### src/rtl/nand_strobe_seq_pkg.sv
package nand_strobe_seq_pkg;

   typedef enum logic [2:0] {
      PH_IDLE   = 3'd0,
      PH_GAP    = 3'd1,
      PH_SETUP  = 3'd2,
      PH_STROBE = 3'd3,
      PH_HOLD   = 3'd4
   } phase_e;

   typedef enum logic [1:0] {
      KIND_CMD  = 2'd0,
      KIND_ADDR = 2'd1,
      KIND_DATA = 2'd2
   } kind_e;

   localparam int unsigned IDX_CLE_GAP = 0;
   localparam int unsigned IDX_ALE_GAP = 1;
   localparam int unsigned IDX_HZ      = 2;
   localparam int unsigned IDX_HOLD    = 3;
   localparam int unsigned IDX_STRETCH = 4;
   localparam int unsigned IDX_SETUP   = 5;
   localparam int unsigned IDX_BANK    = 6;
   localparam int unsigned IDX_W       = 3;

   function automatic kind_e decode_kind(input logic [1:0] code);
      if (code[1]) return KIND_DATA;
      else if (code[0]) return KIND_ADDR;
      else return KIND_CMD;
   endfunction

   function automatic logic is_write(input kind_e k, input logic wr);
      return (k != KIND_DATA) || wr;
   endfunction

endpackage

### src/rtl/nand_strobe_cfg.sv
module nand_strobe_cfg
   import nand_strobe_seq_pkg::*;
#(
   parameter int unsigned LONG_W  = 8,
   parameter int unsigned SHORT_W = 4,
   parameter int unsigned BANK_W  = 2
) (
   input  logic               clk,
   input  logic               rst_n,
   input  logic               idle,
   input  logic               wr_en,
   input  logic [IDX_W-1:0]   wr_idx,
   input  logic [LONG_W-1:0]  wr_data,
   output logic [SHORT_W-1:0] t_cle_gap,
   output logic [SHORT_W-1:0] t_ale_gap,
   output logic [LONG_W-1:0]  t_hz,
   output logic [LONG_W-1:0]  t_hold,
   output logic [LONG_W-1:0]  t_stretch,
   output logic [LONG_W-1:0]  t_setup,
   output logic [BANK_W-1:0]  bank_sel
);

   logic take;
   assign take = wr_en && idle;

   always_ff @(posedge clk or negedge rst_n) begin
      if (!rst_n) begin
         t_cle_gap <= '0;
         t_ale_gap <= '0;
         t_hz      <= '0;
         t_hold    <= '0;
         t_stretch <= '0;
         t_setup   <= '0;
         bank_sel  <= '0;
      end else if (take) begin
         case (wr_idx)
            IDX_W'(IDX_CLE_GAP): t_cle_gap <= wr_data[SHORT_W-1:0];
            IDX_W'(IDX_ALE_GAP): t_ale_gap <= wr_data[SHORT_W-1:0];
            IDX_W'(IDX_HZ):      t_hz      <= wr_data;
            IDX_W'(IDX_HOLD):    t_hold    <= wr_data;
            IDX_W'(IDX_STRETCH): t_stretch <= wr_data;
            IDX_W'(IDX_SETUP):   t_setup   <= wr_data;
            IDX_W'(IDX_BANK):    bank_sel  <= wr_data[BANK_W-1:0];
            default: ;
         endcase
      end
   end

endmodule

### src/rtl/nand_strobe_fsm.sv
module nand_strobe_fsm
   import nand_strobe_seq_pkg::*;
#(
   parameter int unsigned LONG_W  = 8,
   parameter int unsigned SHORT_W = 4
) (
   input  logic               clk,
   input  logic               rst_n,
   input  logic               req_valid,
   input  logic [1:0]         req_kind,
   input  logic               req_write,
   input  logic               wait_n,
   input  logic [SHORT_W-1:0] t_cle_gap,
   input  logic [SHORT_W-1:0] t_ale_gap,
   input  logic [LONG_W-1:0]  t_setup,
   input  logic [LONG_W-1:0]  t_stretch,
   input  logic [LONG_W-1:0]  t_hold,
   output phase_e             phase,
   output kind_e              cur_kind,
   output logic               cur_write,
   output logic               accept,
   output logic               accept_write,
   output logic               strobe_end,
   output logic               done
);

   logic [LONG_W-1:0]  cnt;
   logic [SHORT_W-1:0] gap_len;
   kind_e              last_kind;
   kind_e              in_kind;

   assign in_kind      = decode_kind(req_kind);
   assign accept       = (phase == PH_IDLE) && req_valid;
   assign accept_write = is_write(in_kind, req_write);
   assign strobe_end   = (phase == PH_STROBE) && wait_n && (cnt == t_stretch);

   always_ff @(posedge clk or negedge rst_n) begin
      if (!rst_n) begin
         phase     <= PH_IDLE;
         cnt       <= '0;
         gap_len   <= '0;
         cur_kind  <= KIND_DATA;
         cur_write <= 1'b0;
         last_kind <= KIND_DATA;
         done      <= 1'b0;
      end else begin
         done <= 1'b0;
         unique case (phase)
            PH_IDLE: begin
               if (req_valid) begin
                  cur_kind  <= in_kind;
                  cur_write <= accept_write;
                  last_kind <= in_kind;
                  cnt       <= '0;
                  if (!accept_write && last_kind == KIND_CMD) begin
                     gap_len <= t_cle_gap;
                     phase   <= PH_GAP;
                  end else if (!accept_write && last_kind == KIND_ADDR) begin
                     gap_len <= t_ale_gap;
                     phase   <= PH_GAP;
                  end else begin
                     phase   <= PH_SETUP;
                  end
               end
            end
            PH_GAP: begin
               if (cnt == LONG_W'(gap_len)) begin
                  cnt   <= '0;
                  phase <= PH_SETUP;
               end else begin
                  cnt <= cnt + 1'b1;
               end
            end
            PH_SETUP: begin
               if (cnt == t_setup) begin
                  cnt   <= '0;
                  phase <= PH_STROBE;
               end else begin
                  cnt <= cnt + 1'b1;
               end
            end
            PH_STROBE: begin
               if (!wait_n) begin
                  cnt <= '0;
               end else if (cnt == t_stretch) begin
                  cnt   <= '0;
                  phase <= PH_HOLD;
               end else begin
                  cnt <= cnt + 1'b1;
               end
            end
            PH_HOLD: begin
               if (cnt == t_hold) begin
                  cnt   <= '0;
                  phase <= PH_IDLE;
                  done  <= 1'b1;
               end else begin
                  cnt <= cnt + 1'b1;
               end
            end
            default: phase <= PH_IDLE;
         endcase
      end
   end

endmodule

### src/rtl/nand_strobe_pins.sv
module nand_strobe_pins
   import nand_strobe_seq_pkg::*;
#(
   parameter int unsigned DATA_W    = 8,
   parameter int unsigned LONG_W    = 8,
   parameter int unsigned NUM_BANKS = 4,
   parameter int unsigned BANK_W    = 2
) (
   input  logic                 clk,
   input  logic                 rst_n,
   input  phase_e               phase,
   input  kind_e                cur_kind,
   input  logic                 cur_write,
   input  logic                 accept,
   input  logic                 accept_write,
   input  logic                 strobe_end,
   input  logic [DATA_W-1:0]    req_wdata,
   input  logic [BANK_W-1:0]    bank_sel,
   input  logic [LONG_W-1:0]    t_hz,
   input  logic [DATA_W-1:0]    dq_in,
   output logic [NUM_BANKS-1:0] ce_n,
   output logic                 cle,
   output logic                 ale,
   output logic                 we_n,
   output logic                 re_n,
   output logic [DATA_W-1:0]    dq_out,
   output logic                 dq_oe,
   output logic [DATA_W-1:0]    rdata
);

   logic [BANK_W-1:0] cur_bank;
   logic [DATA_W-1:0] wdata_q;
   logic [LONG_W-1:0] hz_left;
   logic              busy;
   logic              latch_win;
   logic              strobe_on;

   assign busy      = (phase != PH_IDLE);
   assign latch_win = (phase == PH_SETUP) || (phase == PH_STROBE) || (phase == PH_HOLD);
   assign strobe_on = (phase == PH_STROBE);

   always_ff @(posedge clk or negedge rst_n) begin
      if (!rst_n) begin
         cur_bank <= '0;
         wdata_q  <= '0;
         hz_left  <= '0;
         rdata    <= '0;
      end else begin
         if (accept) begin
            cur_bank <= bank_sel;
            wdata_q  <= req_wdata;
            hz_left  <= accept_write ? t_hz : '0;
         end else if (busy && hz_left != '0) begin
            hz_left <= hz_left - 1'b1;
         end
         if (strobe_end && !cur_write) begin
            rdata <= dq_in;
         end
      end
   end

   for (genvar g = 0; g < NUM_BANKS; g++) begin : g_ce
      assign ce_n[g] = !(busy && cur_bank == BANK_W'(g));
   end

   assign cle    = latch_win && (cur_kind == KIND_CMD);
   assign ale    = latch_win && (cur_kind == KIND_ADDR);
   assign we_n   = !(strobe_on && cur_write);
   assign re_n   = !(strobe_on && !cur_write);
   assign dq_out = wdata_q;
   assign dq_oe  = busy && cur_write && (hz_left == '0);

endmodule

### src/rtl/nand_strobe_seq.sv
module nand_strobe_seq
   import nand_strobe_seq_pkg::*;
#(
   parameter int unsigned BUS_BYTES = 1,
   parameter int unsigned NUM_BANKS = 4,
   parameter int unsigned LONG_W    = 8,
   parameter int unsigned SHORT_W   = 4,
   localparam int unsigned DATA_W   = 8 * BUS_BYTES,
   localparam int unsigned BANK_W   = $clog2(NUM_BANKS)
) (
   input  logic                 clk,
   input  logic                 rst_n,
   input  logic                 cfg_we,
   input  logic [IDX_W-1:0]     cfg_idx,
   input  logic [LONG_W-1:0]    cfg_wdata,
   input  logic                 req_valid,
   input  logic [1:0]           req_kind,
   input  logic                 req_write,
   input  logic [DATA_W-1:0]    req_wdata,
   output logic                 req_ready,
   output logic                 req_done,
   output logic [DATA_W-1:0]    rsp_rdata,
   input  logic                 nand_wait_n,
   output logic [NUM_BANKS-1:0] nand_ce_n,
   output logic                 nand_cle,
   output logic                 nand_ale,
   output logic                 nand_we_n,
   output logic                 nand_re_n,
   output logic [DATA_W-1:0]    nand_dq_out,
   output logic                 nand_dq_oe,
   input  logic [DATA_W-1:0]    nand_dq_in
);

   if (BUS_BYTES < 1 || BUS_BYTES > 2) begin : g_bad_bus
      $error("BUS_BYTES must be 1 or 2");
   end
   if (NUM_BANKS < 2 || NUM_BANKS > 16) begin : g_bad_banks
      $error("NUM_BANKS must be 2..16");
   end
   if (SHORT_W > LONG_W || BANK_W > LONG_W) begin : g_bad_widths
      $error("short fields and bank must fit in LONG_W");
   end

   logic [SHORT_W-1:0] t_cle_gap, t_ale_gap;
   logic [LONG_W-1:0]  t_hz, t_hold, t_stretch, t_setup;
   logic [BANK_W-1:0]  bank_sel;
   phase_e             phase;
   kind_e              cur_kind;
   logic               cur_write, accept, accept_write, strobe_end;

   assign req_ready = (phase == PH_IDLE);

   nand_strobe_cfg #(
      .LONG_W (LONG_W),
      .SHORT_W(SHORT_W),
      .BANK_W (BANK_W)
   ) u_cfg (
      .clk      (clk),
      .rst_n    (rst_n),
      .idle     (req_ready),
      .wr_en    (cfg_we),
      .wr_idx   (cfg_idx),
      .wr_data  (cfg_wdata),
      .t_cle_gap(t_cle_gap),
      .t_ale_gap(t_ale_gap),
      .t_hz     (t_hz),
      .t_hold   (t_hold),
      .t_stretch(t_stretch),
      .t_setup  (t_setup),
      .bank_sel (bank_sel)
   );

   nand_strobe_fsm #(
      .LONG_W (LONG_W),
      .SHORT_W(SHORT_W)
   ) u_fsm (
      .clk         (clk),
      .rst_n       (rst_n),
      .req_valid   (req_valid),
      .req_kind    (req_kind),
      .req_write   (req_write),
      .wait_n      (nand_wait_n),
      .t_cle_gap   (t_cle_gap),
      .t_ale_gap   (t_ale_gap),
      .t_setup     (t_setup),
      .t_stretch   (t_stretch),
      .t_hold      (t_hold),
      .phase       (phase),
      .cur_kind    (cur_kind),
      .cur_write   (cur_write),
      .accept      (accept),
      .accept_write(accept_write),
      .strobe_end  (strobe_end),
      .done        (req_done)
   );

   nand_strobe_pins #(
      .DATA_W   (DATA_W),
      .LONG_W   (LONG_W),
      .NUM_BANKS(NUM_BANKS),
      .BANK_W   (BANK_W)
   ) u_pins (
      .clk         (clk),
      .rst_n       (rst_n),
      .phase       (phase),
      .cur_kind    (cur_kind),
      .cur_write   (cur_write),
      .accept      (accept),
      .accept_write(accept_write),
      .strobe_end  (strobe_end),
      .req_wdata   (req_wdata),
      .bank_sel    (bank_sel),
      .t_hz        (t_hz),
      .dq_in       (nand_dq_in),
      .ce_n        (nand_ce_n),
      .cle         (nand_cle),
      .ale         (nand_ale),
      .we_n        (nand_we_n),
      .re_n        (nand_re_n),
      .dq_out      (nand_dq_out),
      .dq_oe       (nand_dq_oe),
      .rdata       (rsp_rdata)
   );

endmodule

### config.mk
export PLATFORM = sky130hd
export DESIGN_NAME = nand_strobe_seq
export DESIGN_NICKNAME = d
export VERILOG_FILES = /design/src/rtl/nand_strobe_seq_pkg.sv /design/src/rtl/nand_strobe_cfg.sv /design/src/rtl/nand_strobe_fsm.sv /design/src/rtl/nand_strobe_pins.sv /design/src/rtl/nand_strobe_seq.sv
export SDC_FILE = /design/constraint.sdc
export NUM_CORES = 1
export LEC_CHECK = 0
export ABC_CLOCK_PERIOD_IN_PS = 5680
export BUFFER_PORTS_ARGS = -buffer_cell sky130_fd_sc_hd__buf_2
export CAP_MARGIN = 20
export CORE_UTILIZATION = 55
export CTS_CLUSTER_DIAMETER = 200
export CTS_CLUSTER_SIZE = 28
export DETAILED_ROUTE_END_ITERATION = 10
export PLACE_DENSITY_LB_ADDON = 0.3
export RECOVER_POWER = 25
export SLEW_MARGIN = 15
export SYNTH_ARGS = -nofsm -noshare
export SYNTH_HDL_FRONTEND = slang
export SYNTH_HIERARCHICAL = 1
export SYNTH_SLANG_ARGS = --single-unit
### constraint.sdc
create_clock -name clk -period 5.68 [get_ports clk]
set_clock_uncertainty 0.05 [all_clocks]
set_input_delay 0.284 -clock clk [delete_from_list [all_inputs] [get_ports clk]]
set_output_delay 0.284 -clock clk [all_outputs]
set_load 0.01 [all_outputs]
==> impl_metrics.csv, run 1 <==
group,metric,value,unit
status,outcome,"complete, but fails checks",
routing,dr.first_iter.drc_count,167,
global_routing,first_global_vias,2963,
cts,cts-hold-fix-buffers,0,
floorplanning,die_height,91.4,µm
cts,root_buffer,"sky130_fd_sc_hd__clkbuf_8",
final_layout,final_cell_count_no_fill,516,
yosys,ys_seq_area_share,49.5,%
global_routing,globalRouteTotalUtil,23.0,%
final_layout,design.final.nets,446,
worst_setup_path,critPathLaunchType,"register",
worst_setup_path,cp_data_arrival_time,2.79,ns
pwr,cellLeakagePower,2.22,nW
timing,slew-limit-headroom,44.8,%
final_layout,post-route-util,63.8,%
final_layout,multi_input_comb_area,2000,µm²
worst_setup_path,worst-endpoint-required,5.87,ns
cts,clk_latency,0.36,ns
routing,post_drt_via_cell_ratio,5.65,
timing,final_max_slew_viol_count,0,
yosys,synth.area.mux_share,18.5,%
yosys,count_of_state_elements_after_synthesis,87,
yosys,syn_area_per_cell,12.3,µm²
final_layout,area.sequential,2180,µm²
timing,timing.final.setup_violations,0,
final_layout,share_of_final_layout_standard_cells_stronger_than_drive_strength_1,39.6,%
final_layout,n_antenna_cell,0,
worst_setup_path,worst-r2r-cell-count,6,
floorplanning,die_w,91.4,µm
cts,numClockSinks,87,
yosys,synth_adder_area_share,0.569,%
timing,final_period_minus_worst_setup_slack,2.60,ns
yosys,syn-cell-area,4400,µm²
pwr,power.ir.vdd_worst,0.000220,V
worst_setup_path,critical_path.slowest_cell,"sky130_fd_sc_hd__nor2b_1",
pwr,powerDensity,518,nW/µm²
timing,rsz0062_at_grt,"no",
yosys,synth_top_family_by_area,"multiplexers",
status,failed_checks,"hold timing",
routing,wl_per_cell,16.9,µm
cts,tritoncts.num_buffers,9,
yosys,synth-simple-area-share,12.6,%
placed_design,placement.io_buffers,61,
global_routing,grt_max_degree,88,
timing,fin_setup_tns,0,ns
worst_setup_path,cp_top_family,"simple AND/OR/NAND/NOR gates",
global_routing,overflow_after_grt,0,
placed_design,dp.final_hpwl,6180,µm
pwr,fin_total_pwr,2.55,mW
yosys,yosys_warnings,6,
yosys,cells_after_synth,357,
yosys,synth_async_sr_flop_share,100,%
final_layout,area_growth_syn_to_layout,12.2,%
worst_setup_path,path_cells,"xor2_1, nor4_2, nand2_1, nor2_1, nor2b_1, mux2_2",
cts,clock_tree.htree_level_count,3,
routing,dr_total_vias,2915,
cts,maximum_buffer_depth_of_the_clock_tree,2,
timing,fin_worst_hold_slack,-0.0944,ns
worst_setup_path,worst_setup_path_end_kind,"register",
timing,min_period_over_period,45.8,%
placed_design,numPlacedInstances,500,
global_routing,global_route_wire_length_before_repair,14800,µm
yosys,post_synth_num_cell_types,54,
routing,drc,0,
worst_setup_path,critPathMaxFanout,8,
yosys,ys_dominant_reg_cell,"sky130_fd_sc_hd__dfrtp_1",
yosys,yosys.area_share.xor_xnor,7.37,%
global_routing,antenna_violations_before_repair,0,
worst_setup_path,critical_path.n_buffers_inverters,0,
routing,firstDrtPassIters,5,
routing,total_wirelength,8740,µm
timing,hold_fails_final_rpt,86,
yosys,synth-edff-count,0,
worst_setup_path,crit_cells,6,
floorplanning,floorplan.io_pins,62,
floorplanning,core.rowCount,32,
routing,postRouteAntennaNets,0,
cts,cts_tree,"built",
yosys,synthesized_area_fraction_occupied_by_ao_oa_aoi_and_oai_cells,6.40,%
timing,max_slew.worst_pin.slew,0.826,ns
cts,cts.repair_timing.setup_buffer_count,0,
worst_setup_path,critical_path.max_stage_delay,0.67,ns
worst_setup_path,setup.worst_path.class,"reg -> reg",
placed_design,final_gp_congestion,0.831,
cts,cts_resized,0,
final_layout,nFillCells,591,
timing,maxClockFrequency,0.385,GHz
worst_hold_path,holdCritPathClass,"in -> async",
floorplanning,start_util,56.9,%
floorplanning,fp.dieArea,8360,µm²
floorplanning,core,7730,µm²
flow_run,max_cap_violations,0,
cts,clkTransAtPathRegs,0.09,ns
yosys,synth_fp_nets,394,
## routing by layer
metal	GRT usage, %	share of wire [%]
met3	3.35	4.8
met1	33.3	48
met5	0	0
met2	34.7	46
met4	9.52	1.4
## layout by cell type (no fill, tap or decap), drive strengths merged, types with 5 or more instances in the layout
| cell | count |
|---|---|
| o21ai | 12 |
| nor4 | 5 |
| clkbuf | 11 |
| a21oi | 8 |
| xnor2 | 25 |
| nor2 | 16 |
| xor2 | 12 |
| mux2i | 7 |
| and3 | 5 |
| nand4 | 9 |
| buf | 63 |
| nand3 | 13 |
| dfrtp | 86 |
| nand2 | 16 |
| inv | 12 |
| mux2 | 63 |
| nor3 | 8 |
## final timing paths
check                                      start                  to  slack, ns
worst max-delay path                u_fsm/cnt[4]     u_pins/rdata[2]       3.08
worst min-delay path                       rst_n    u_pins/dq_out[7]      -0.09
worst max register to register      u_fsm/cnt[4]     u_pins/rdata[2]       3.08
worst min register to register  u_pins/dq_out[4]    u_pins/dq_out[4]       0.46
max in group asynchronous                  rst_n  u_cfg/t_cle_gap[1]       5.12
min in group clk                    req_wdata[6]    u_pins/dq_out[6]       0.10
## logic make-up after synthesis
group,Yosys count
adders and majority gates,2
and+or+nand+nor,93
DFF,87
xor gates and xnor gates,37
buffers and inverters,33
AOI/OAI and AO/OA,35
muxes,70
## flip-flops by register name, summed over array words and instances, names as in the netlist
| signal | count |
|---|---|
| u_cfg/bank_sel | 2 |
| u_cfg/t_ale_gap | 4 |
| u_cfg/t_cle_gap | 4 |
| u_cfg/t_hold | 8 |
| u_cfg/t_hz | 8 |
| u_cfg/t_setup | 8 |
| u_cfg/t_stretch | 8 |
| u_fsm/cnt | 8 |
| u_fsm/cur_write | 1 |
| u_fsm/done | 1 |
| u_fsm/gap_len | 4 |
| u_fsm/last_kind | 2 |
| u_fsm/phase | 3 |
| u_pins/cur_bank | 2 |
| u_pins/dq_out | 8 |
| u_pins/hz_left | 8 |
| u_pins/rdata | 8 |
## synthesized netlist by cell type, types with 2 or more instances
cell | instances | share of area [%]
sky130_fd_sc_hd__dfrtp_1 | 86 | 49
sky130_fd_sc_hd__mux2_2 | 54 | 14
sky130_fd_sc_hd__xnor2_1 | 25 | 5.0
sky130_fd_sc_hd__nand2_1 | 16 | 1.4
sky130_fd_sc_hd__nor2_1 | 14 | 1.2
sky130_fd_sc_hd__nand3_1 | 13 | 1.5
sky130_fd_sc_hd__xor2_1 | 12 | 2.4
sky130_fd_sc_hd__o21ai_0 | 11 | 1.3
sky130_fd_sc_hd__inv_1 | 10 | 0.85
sky130_fd_sc_hd__mux2_4 | 9 | 3.1
sky130_fd_sc_hd__nand4_1 | 9 | 1.3
sky130_fd_sc_hd__buf_6 | 8 | 2.0
sky130_fd_sc_hd__mux2i_1 | 7 | 1.6
sky130_fd_sc_hd__a21oi_2 | 5 | 1.0
sky130_fd_sc_hd__buf_2 | 5 | 0.57
sky130_fd_sc_hd__nor3_1 | 5 | 0.57
sky130_fd_sc_hd__and3_1 | 4 | 0.57
sky130_fd_sc_hd__nand2b_1 | 4 | 0.57
sky130_fd_sc_hd__nand3b_1 | 4 | 0.68
sky130_fd_sc_hd__a21oi_1 | 3 | 0.34
sky130_fd_sc_hd__clkbuf_1 | 3 | 0.26
sky130_fd_sc_hd__nor3_2 | 3 | 0.68
sky130_fd_sc_hd__nor3b_1 | 3 | 0.51
sky130_fd_sc_hd__nor4_1 | 3 | 0.43
sky130_fd_sc_hd__o22ai_2 | 3 | 0.85
sky130_fd_sc_hd__or3_1 | 3 | 0.43
sky130_fd_sc_hd__a311o_1 | 2 | 0.46
sky130_fd_sc_hd__and4_1 | 2 | 0.40
sky130_fd_sc_hd__clkbuf_8 | 2 | 0.63
sky130_fd_sc_hd__ha_1 | 2 | 0.57
sky130_fd_sc_hd__nor2_2 | 2 | 0.28
sky130_fd_sc_hd__nor4_2 | 2 | 0.57
sky130_fd_sc_hd__o211ai_1 | 2 | 0.34
## power breakdown
| group | total (mW) | leakage, nW | switching [mW] | internal [mW] |
|---|---|---|---|---|
| sequential | 1.08 | 1.12 | 0.227 | 0.857 |
| combinational | 0.908 | 0.975 | 0.439 | 0.469 |
| clock | 0.562 | 0.130 | 0.222 | 0.340 |
| total | 2.55 | 2.22 | 0.888 | 1.67 |
## stage by stage
stage | worst slack (ns) | instance area (µm²)
floorplan | 3.59 | 4400
global placement | 3.22 | 4660
finish | 3.08 | 4930
detailed placement | 3.13 | 4670
global route | 2.85 | 4930
CTS | 3.08 | 4930
## final cells by class
class	count	area share (%)
Clock buffer	11	2.66
Clock inverter	5	2.66
Inverter	11	0.837
Multi-Input combinational cell	237	40.5
Sequential cell	87	44.2
Tap cell	102	2.59
Timing Repair Buffer	63	6.62
Power figures use the tool's default switching activity.
==> run 2, diff against run 1 <==
Settings changed: ABC_CLOCK_PERIOD_IN_PS 5680 to 2700.
Clock period 5.68 ns to 2.7 ns, I/O delays scaled along.
==> impl_metrics.csv, run 2 (same netlist as run 1, synthesis figures left out) <==
group,metric,value,unit
floorplanning,die_w,91.4,µm
timing,min_period_over_period,88.0,%
timing,timing.final.ws_setup,0.323,ns
pwr,power.ir.vdd_worst,0.000502,V
pwr,fin_total_pwr,5.24,mW
routing,postRouteAntennaNets,0,
routing,drc,0,
cts,clk_latency,0.36,ns
timing,rsz0062_at_grt,"no",
pwr,p_int,3.35,mW
final_layout,layout_commonest_cell,"sky130_fd_sc_hd__dfrtp_1",
pwr,sw_frac_of_total,36.0,%
worst_setup_path,critical_path_start,"u_fsm/cnt[4]",
timing,final_max_slew_viol_count,0,
final_layout,multi_input_comb_area,2000,µm²
cts,cts_tree,"built",
worst_setup_path,critical_path.slowest_cell,"sky130_fd_sc_hd__dfrtp_1",
global_routing,globalRouteTotalUtil,23.8,%
worst_setup_path,cp_top_family,"simple AND/OR/NAND/NOR gates",
timing,max_slew.worst_pin.slew,0.765,ns
worst_setup_path,worst-endpoint-required,2.90,ns
pwr,powerDensity,1030,nW/µm²
final_layout,area_growth_syn_to_layout,16.0,%
timing,final_period_minus_worst_setup_slack,2.38,ns
final_layout,nFillCells,633,
placed_design,placed_area,4680,µm²
routing,firstDrtPassIters,4,
global_routing,global_route_wire_length_before_repair,15300,µm
routing,total_wirelength,8880,µm
global_routing,first_global_vias,3048,
worst_setup_path,worst-r2r-cell-count,7,
floorplanning,core.rowCount,32,
floorplanning,core,7730,µm²
worst_setup_path,cp_data_arrival_time,2.58,ns
pwr,cellLeakagePower,2.26,nW
final_layout,layout.cell_area.non_filler,5100,µm²
cts,clock_tree.htree_level_count,3,
placed_design,dp.final_hpwl,6130,µm
floorplanning,floorplan.io_pins,62,
timing,hold_fails_final_rpt,0,
cts,tritoncts.num_buffers,9,
flow_run,max_cap_violations,0,
routing,dr.first_iter.drc_count,168,
global_routing,antenna_violations_before_repair,0,
cts,clkTransAtPathRegs,0.10,ns
pwr,sequentialPowerShare,43.2,%
worst_setup_path,crit_cells,7,
placed_design,final_gp_congestion,0.851,
final_layout,n_antenna_cell,0,
timing,slew-limit-headroom,49.0,%
final_layout,most_frequent_cells_in_the_layout,"86 x sky130_fd_sc_hd__dfrtp_1, 54 x sky130_fd_sc_hd__mux2_2, 51 x sky130_fd_sc_hd__buf_2",
worst_setup_path,critical_path.n_buffers_inverters,1,
worst_setup_path,reg2reg_from,"u_fsm/cnt[4]",
cts,root_buffer,"sky130_fd_sc_hd__clkbuf_8",
floorplanning,fp.dieArea,8360,µm²
global_routing,grt_max_degree,88,
worst_setup_path,path_cells,"xor2_1, nor4_2, nand2_1, nor2_1, nor2b_1, buf_4, mux2_2",
worst_setup_path,setup.worst_path.class,"reg -> reg",
status,outcome,"finished, final reports clean",
worst_setup_path,critical_path.max_stage_delay,0.50,ns
worst_setup_path,regToRegSetupSlack,0.32,ns
cts,numClockSinks,87,
worst_setup_path,worst_setup_path_end_kind,"register",
placed_design,placement.io_buffers,61,
floorplanning,die_height,91.4,µm
final_layout,design.final.nets,468,
pwr,power.combinational.fraction,37.2,%
worst_setup_path,critPathMaxFanout,8,
global_routing,overflow_after_grt,0,
pwr,share_clk_of_total_power,19.6,%
cts,maximum_buffer_depth_of_the_clock_tree,2,
routing,post_drt_via_cell_ratio,5.59,
worst_setup_path,worst_setup_path_endpoint,"u_pins/rdata[0]",
floorplanning,start_util,56.9,%
timing,maxClockFrequency,0.421,GHz
timing,fin_setup_tns,0,ns
routing,wl_per_cell,16.5,µm
final_layout,area.sequential,2180,µm²
timing,timing.final.setup_violations,0,
worst_setup_path,critPathLaunchType,"register",
pwr,net-switching-power,1.89,mW
final_layout,share_of_final_layout_standard_cells_stronger_than_drive_strength_1,36.5,%
cts,cts_resized,0,
placed_design,post-place-ws,0.386,ns
worst_hold_path,holdCritPathClass,"in -> reg",
routing,dr_total_vias,3007,
worst_setup_path,worstReg2RegEnd,"u_pins/rdata[0]",
run 2: cell count changes in the layout (fill, tap and decap cells not counted), moves of 2 or more:
cell / change
sky130_fd_sc_hd__buf_2: -9
sky130_fd_sc_hd__dlygate4sd3_1: +20
sky130_fd_sc_hd__clkbuf_1: +7
sky130_fd_sc_hd__buf_4: +2
sky130_fd_sc_hd__clkinvlp_4: +2
sky130_fd_sc_hd__bufinv_16: -2
run 2: timing repair:
action	4_1_cts	5_1_grt
hold buffers	19	1
buffers inserted	0	0
endpoints found under the hold margin	104	1
run 2: per-layer routing:
| metal | track usage (%) | wire length [µm] | vias up |
|---|---|---|---|
| met3 | 5.19 | 483 | 10 |
| met5 | 0 | 0 | - |
| met4 | 8.73 | 125 | 0 |
| met1 | 32.9 | 3980 | 1509 |
| li1 | - | - | 1406 |
| met2 | 36.9 | 4290 | 82 |
run 2: worst min path at each step:
stage	from	to	cells past startpoint
finish	cfg_wdata[5]	u_cfg/t_hz[5]	2
global route	cfg_wdata[5]	u_cfg/t_hz[5]	2
CTS	cfg_wdata[6]	u_cfg/t_hz[6]	2
detailed placement	nand_dq_in[0]	u_pins/rdata[0]	2
global placement	nand_dq_in[0]	u_pins/rdata[0]	2
floorplan	rst_n	u_cfg/bank_sel[0]	0
run 2: power by group through the flow:
stage	clock network [mW]	registers (mW)	logic [mW]
2_1_floorplan	0	2.16	1.59
3_3_place_gp	0	2.26	1.87
3_5_place_dp	0	2.28	1.93
4_1_cts	1.05	2.26	1.96
5_1_grt	1.11	2.34	2.12
6_report	1.03	2.26	1.95
run 2: worst register-to-register path, stage by stage (launching register included):
cell                      delay, ns
sky130_fd_sc_hd__dfrtp_1       0.50
sky130_fd_sc_hd__xor2_1        0.22
sky130_fd_sc_hd__nor4_2        0.42
sky130_fd_sc_hd__nand2_1       0.12
sky130_fd_sc_hd__nor2_1        0.12
sky130_fd_sc_hd__nor2b_1       0.27
sky130_fd_sc_hd__buf_4         0.22
sky130_fd_sc_hd__mux2_2        0.34
run 2: area by class of cell:
| class | count | share of cell area [%] |
|---|---|---|
| clock buffers | 10 | 2.70 |
| clock inverters | 6 | 1.79 |
| inverters | 11 | 0.809 |
| multi-input cells | 237 | 39.1 |
| flip-flops and latches | 87 | 42.7 |
| well taps | 102 | 2.50 |
| repair buffers | 85 | 10.4 |
run 2: per-stage QoR:
step           hold slack, ns  util, %  instances
6_report               0.0218     66.0        538
5_1_grt                0.0117     66.0        538
4_1_cts               0.00567     66.0        537
3_5_place_dp            0.321     60.6        502
3_3_place_gp            0.317     60.6        502
2_1_floorplan          -0.211        -        357
